[src/rtl/hc_irq_pkg.sv]
package hc_irq_pkg;

    localparam int SRC_N  = 6;
    localparam int WORD_W = 32;

    typedef logic [SRC_N-1:0] src_vec_t;

    typedef enum int {
        SRC_XFER   = 0,
        SRC_XERR   = 1,
        SRC_PORT   = 2,
        SRC_ROLL   = 3,
        SRC_SYSERR = 4,
        SRC_ASYNC  = 5
    } src_e;

    // Sources that wait for a threshold boundary
    localparam src_vec_t DEFER_MASK =
        src_vec_t'((1 << SRC_XFER) | (1 << SRC_XERR) | (1 << SRC_ASYNC));
    localparam src_vec_t IMM_MASK = ~DEFER_MASK;

    typedef enum logic {
        SEL_ENABLE = 1'b0,
        SEL_STATUS = 1'b1
    } reg_sel_e;

    typedef struct packed {
        logic     wr_en;
        logic     wr_stat;
        src_vec_t data;
    } reg_wr_t;

    function automatic logic [WORD_W-1:0] widen(src_vec_t v);
        return {{(WORD_W-SRC_N){1'b0}}, v};
    endfunction

endpackage

[src/rtl/hc_irq_regfile.sv]
module hc_irq_regfile
    import hc_irq_pkg::*;
(
    input  logic     clk,
    input  logic     rst,
    input  reg_wr_t  wr,
    input  src_vec_t evt,
    output src_vec_t en_q,
    output src_vec_t stat_q,
    output src_vec_t clr
);

    assign clr = wr.wr_stat ? wr.data : '0;

    always_ff @(posedge clk) begin
        if (rst) begin
            en_q <= '0;
        end else if (wr.wr_en) begin
            en_q <= wr.data;
        end
    end

    // Event set has priority over a write-one clear
    always_ff @(posedge clk) begin
        if (rst) begin
            stat_q <= '0;
        end else begin
            stat_q <= (stat_q & ~clr) | evt;
        end
    end

endmodule

[src/rtl/hc_irq_defer.sv]
module hc_irq_defer
    import hc_irq_pkg::*;
(
    input  logic     clk,
    input  logic     rst,
    input  logic     tick,
    input  src_vec_t en_q,
    input  src_vec_t stat_q,
    input  src_vec_t clr,
    output src_vec_t pend_q
);

    for (genvar i = 0; i < SRC_N; i++) begin : g_pend
        always_ff @(posedge clk) begin
            if (rst) begin
                pend_q[i] <= 1'b0;
            end else begin
                pend_q[i] <= DEFER_MASK[i] & stat_q[i] & ~clr[i]
                           & (pend_q[i] | (tick & en_q[i]));
            end
        end
    end

endmodule

[src/rtl/hc_irq_merge.sv]
module hc_irq_merge
    import hc_irq_pkg::*;
(
    input  src_vec_t en_q,
    input  src_vec_t stat_q,
    input  src_vec_t pend_q,
    output logic     irq
);

    src_vec_t imm_hit;
    src_vec_t def_hit;

    always_comb begin
        imm_hit = stat_q & en_q & IMM_MASK;
        def_hit = stat_q & pend_q;
        irq     = |(imm_hit | def_hit);
    end

endmodule

[src/rtl/hc_irq_agg.sv]
module hc_irq_agg
    import hc_irq_pkg::*;
(
    input  logic              clk,
    input  logic              rst,
    input  logic              reg_sel,
    input  logic              reg_we,
    input  logic [WORD_W-1:0] reg_wdata,
    output logic [WORD_W-1:0] reg_rdata,
    input  logic [SRC_N-1:0]  evt_pulse,
    input  logic              thresh_tick,
    output logic              irq
);

    reg_wr_t  wr;
    src_vec_t en_q;
    src_vec_t stat_q;
    src_vec_t pend_q;
    src_vec_t clr;
    logic     rsvd_unused;

    assign rsvd_unused = ^reg_wdata[WORD_W-1:SRC_N];

    always_comb begin
        wr.wr_en   = reg_we && (reg_sel_e'(reg_sel) == SEL_ENABLE);
        wr.wr_stat = reg_we && (reg_sel_e'(reg_sel) == SEL_STATUS);
        wr.data    = reg_wdata[SRC_N-1:0];
    end

    hc_irq_regfile u_regs (
        .clk    (clk),
        .rst    (rst),
        .wr     (wr),
        .evt    (evt_pulse),
        .en_q   (en_q),
        .stat_q (stat_q),
        .clr    (clr)
    );

    hc_irq_defer u_defer (
        .clk    (clk),
        .rst    (rst),
        .tick   (thresh_tick),
        .en_q   (en_q),
        .stat_q (stat_q),
        .clr    (clr),
        .pend_q (pend_q)
    );

    hc_irq_merge u_merge (
        .en_q   (en_q),
        .stat_q (stat_q),
        .pend_q (pend_q),
        .irq    (irq)
    );

    assign reg_rdata = widen((reg_sel_e'(reg_sel) == SEL_STATUS) ? stat_q : en_q);

endmodule

[config.mk]
export PLATFORM = sky130hd
export DESIGN_NAME = hc_irq_agg
export DESIGN_NICKNAME = d
export VERILOG_FILES = /design/src/rtl/hc_irq_pkg.sv /design/src/rtl/hc_irq_regfile.sv /design/src/rtl/hc_irq_defer.sv /design/src/rtl/hc_irq_merge.sv /design/src/rtl/hc_irq_agg.sv
export SDC_FILE = /design/constraint.sdc
export NUM_CORES = 1
export LEC_CHECK = 0
export BUFFER_PORTS_ARGS = -buffer_cell sky130_fd_sc_hd__buf_2
export CAP_MARGIN = 10
export CORE_MARGIN = 5
export CORE_UTILIZATION = 28
export CTS_CLUSTER_DIAMETER = 40
export DETAILED_ROUTE_END_ITERATION = 10
export GPL_TIMING_DRIVEN = 0
export SLEW_MARGIN = 0
export SYNTH_ARGS = -nofsm -noshare
export SYNTH_HDL_FRONTEND = slang
export SYNTH_HIERARCHICAL = 1
export SYNTH_SLANG_ARGS = --single-unit
[constraint.sdc]
create_clock -name clk -period 2.9 [get_ports clk]
set_clock_uncertainty 0.15 [all_clocks]
set_input_delay 0.435 -clock clk [delete_from_list [all_inputs] [get_ports clk]]
set_output_delay 0.435 -clock clk [all_outputs]
set_load 0.02 [all_outputs]
==> summary by stage <==
Place
The minimum setup slack after placement is 1194 ps. The wire-length estimate of the detail-placed layout is 1.767 mm. The placer congestion estimate is 0.8369. Input and output buffers added on the ports amount to 22.

In this run the cell area measured after placement is 0.001269 mm2. After detailed placement, the design holds a cell count of 201.

STA
The number of hold-slack violations in the final timing report is 0. The setup violation total in the final timing report is 0. The number of slew-limit violations in the final report is 0.

The aggregate negative setup slack is 0 ps. Dividing the final minimum period by the clock period gives 0.6990. Setup repair after global routing left no endpoint under its margin. The least setup slack across all paths after layout is 872.8 ps. The worst path in the final design needs a cycle of 2027 ps, including I/O delays and setup.

Timing would allow up to 493.3 MHz.

Synthesis
The post-synthesis simple-gate area fraction is 0.1502. The post-synthesis cell type count is 21. The combinational family with the most area after synthesis is buffers and inverters. Of the total synthesized cell area, the portion taken by full adders, half adders and majority gates is 0. The multiplexer share of the synthesized area is 0.1502. The synthesized area divided by synthesized cell count is 9.431 um2. In this run, synthesis produced a sequential element count of 15. For this run, the register share of the synthesized area comes to 0.3004.

The number of cells produced by synthesis is 106. In this run the cell area of the synthesized design comes to 999.7 um2. The xor and xnor fraction of the mapped netlist area is 0. The count of yosys warnings during synthesis is 6. The compound-gate portion of the synthesized area is 0.1026.

Floorplan
Pin placement for this block handled 76 I/O pins. In this run the horizontal extent of the chip is 69.75 um. The floorplan has 21 rows. The floorplan step defined a core boundary enclosing 0.003390 mm2. The die is 69.75 um tall.

The effective utilization at floorplan is 0.2949. The die covers 0.004865 mm2.

GRT
The initial antenna violation count is 0. The first global-routing pass estimated 3.643 mm of wire. In the global route stage, overall resource usage came out at 0.09253. The pin count of the biggest net entering global routing is 11. For this run the aggregate overflow at the end of global routing stands at 0. The number of global-route vias before repair is 767.

Drt
The detail route stage leaves a number of antenna-violating nets equal to 0. In the routed design, unresolved DRC markers number 0. The first routing iteration left 5 violations. The vias after detailed routing is 787. The routed design has 2.256 mm of wire. Dividing the detail-routed wire length by the instance count gives 11.00 um.

In the routed layout, each cell is associated on average with a via count of 3.839. The total iterations of the first detailed-routing run is 4.

Flow run
Max-cap violations in this run came to 0.

Worst hold path
The kind of path behind the tightest hold check is input port to flip-flop.

Critical path
Along the worst path, the maximum fanout reaches 4. The critical path data arrival time is 1440 ps. The critical path goes through a222oi_1 > and3_1 > nand2_1 > buf_2. On the worst path, the slowest cell contributes a delay of 380 ps. STA classifies the critical path startpoint as a flip-flop. The largest individual stage delay along the critical path comes from the cell sky130_fd_sc_hd__a222oi_1. The required time of the critical path is 2320 ps. The worst setup path is captured at a primary output. The worst setup slack for register-to-register paths is 1910 ps. The path type of the worst setup path is flip-flop to primary output.

Finish
Leaving out filler cells and counting taps, the final layout contains 205. Of the cells placed in the final design, the portion with a size suffix greater than 1 is 0.4465. The antenna cell count is 0. The combined flip-flop and latch cell area is 300.3 um2. Compared with the post-synthesis result, the final layout area differs by 29.66%. After routing the design area is 0.001296 mm2. The net total in the final layout is 203. The area used by multi-input combinational logic is 511.7 um2. The library cells used most frequently in the layout, excluding fill and tap cells, are 29 x sky130_fd_sc_hd__buf_4, 29 x sky130_fd_sc_hd__conb_1, 22 x sky130_fd_sc_hd__buf_2.

After filler insertion, the fill cell instance count of the layout stands at 373.

CTS
The CTS tree is done. After clock tree synthesis, the clock-pin slew on the worst setup and hold paths is 100 ps. The maximum number of buffers from clock root to sink is 2.

The count of buffers added by post-CTS timing repair for setup is 0. The number of clock buffers added by TritonCTS is 3. The number of buffers inserted for hold repair after clock tree synthesis is 0. In this run the number of H-tree levels came out at 1. The library cell used as clock root buffer is sky130_fd_sc_hd__clkbuf_4. The total clock sinks is 15. Gates resized during post-CTS repair numbered 0. For the worst-skew pair, the clock arrives at the later sink with an insertion delay of 280 ps.

Pwr
The areal power density over the cells is 391.0 mW/mm2. The static leakage is 0.6953 nW. Across the VDD grid, the largest voltage drop is 184.9 uV.

Outcome
The run finished with clean final reports.
[stage by stage]
stage          power, mW  hold WS (ps)    util
2_1_floorplan     0.3562         318.8       -
5_1_grt           0.5340         239.7  0.3824
3_3_place_gp      0.3861         331.8  0.3743
3_5_place_dp      0.3892         346.4  0.3743
6_report          0.5069         235.0  0.3824
4_1_cts           0.5117         223.2  0.3824
[report_power, final]
part	internal [mW]	switching (mW)
Clock	0.0512	0.0692
Combinational	0.0753	0.0831
Sequential	0.218	0.00981
Total	0.345	0.162
[path summary, 6_finish.rpt]
path | startpoint | endpoint | cells after the start
worst min-delay path | rst | u_defer/pend_q[5] | 2
worst min register to register | u_regs/stat_q[4] | u_regs/stat_q[4] | 2
worst max-delay path | u_regs/stat_q[0] | irq | 4
worst max register to register | u_regs/en_q[0] | u_defer/pend_q[0] | 2
[area by class of cell]
class	count	share of cell area
buffer	33	0.2056
clock buffer	3	0.01737
clock inverter	1	0.003861
inverter	6	0.01737
multi-input combinational	79	0.3948
sequential	15	0.2317
tap	46	0.04440
timing repair buffer	22	0.08494
[critical path, delay by kind of cell (launching register included)]
kind,cells,cell delay (ps)
AOI/OAI and AO/OA,1,380
buffers and inverters,1,160
DFF,1,350
and+or+nand+nor,2,260
[metal layers]
metal  GRT usage  up-vias  part of all wire
li1            -      397                 -
met1      0.1037      354              0.44
met2      0.1663       34              0.46
met3     0.02174        2             0.090
met4     0.03830        0            0.0044
met5           0        -                 0
[kinds of logic (layout without fill, tap and decap cells)]
| kind of cell | count (synthesis) | count (layout) |
|---|---|---|
| flops | 15 | 15 |
| simple gates | 25 | 25 |
| buf+inv | 39 | 65 |
| mux | 12 | 12 |
| other cells | 2 | 29 |
| compound gates | 13 | 13 |
[sequential cells by signal, indices dropped and copies added, names as in the netlist]
name / cells
u_regs/en_q: 6
u_regs/stat_q: 6
u_defer/pend_q: 3
[cells in the mapped netlist]
cell type                  instances  area (um2)
sky130_fd_sc_hd__buf_6             3       33.78
sky130_fd_sc_hd__buf_4            29       217.7
sky130_fd_sc_hd__o22ai_2           4       50.05
sky130_fd_sc_hd__a21oi_1           3       15.01
sky130_fd_sc_hd__o22ai_1           2       12.51
sky130_fd_sc_hd__nand2b_1          6       37.54
sky130_fd_sc_hd__and2_2            1       7.510
sky130_fd_sc_hd__conb_1            2       7.510
sky130_fd_sc_hd__inv_1             6       22.52
sky130_fd_sc_hd__nand2_1           1       3.750
sky130_fd_sc_hd__o21ai_0           3       15.01
sky130_fd_sc_hd__nor2_1            6       22.52
sky130_fd_sc_hd__dfxtp_1          15       300.3
sky130_fd_sc_hd__mux2i_1           6       60.06
sky130_fd_sc_hd__and2_1            6       37.54
sky130_fd_sc_hd__buf_8             1       15.01
sky130_fd_sc_hd__and3_1            1       6.260
sky130_fd_sc_hd__and2b_2           1       8.760
sky130_fd_sc_hd__mux2_4            6       90.09
sky130_fd_sc_hd__nor4b_1           3       26.28
sky130_fd_sc_hd__a222oi_1          1       10.01
(Power assumes the default switching activity.)
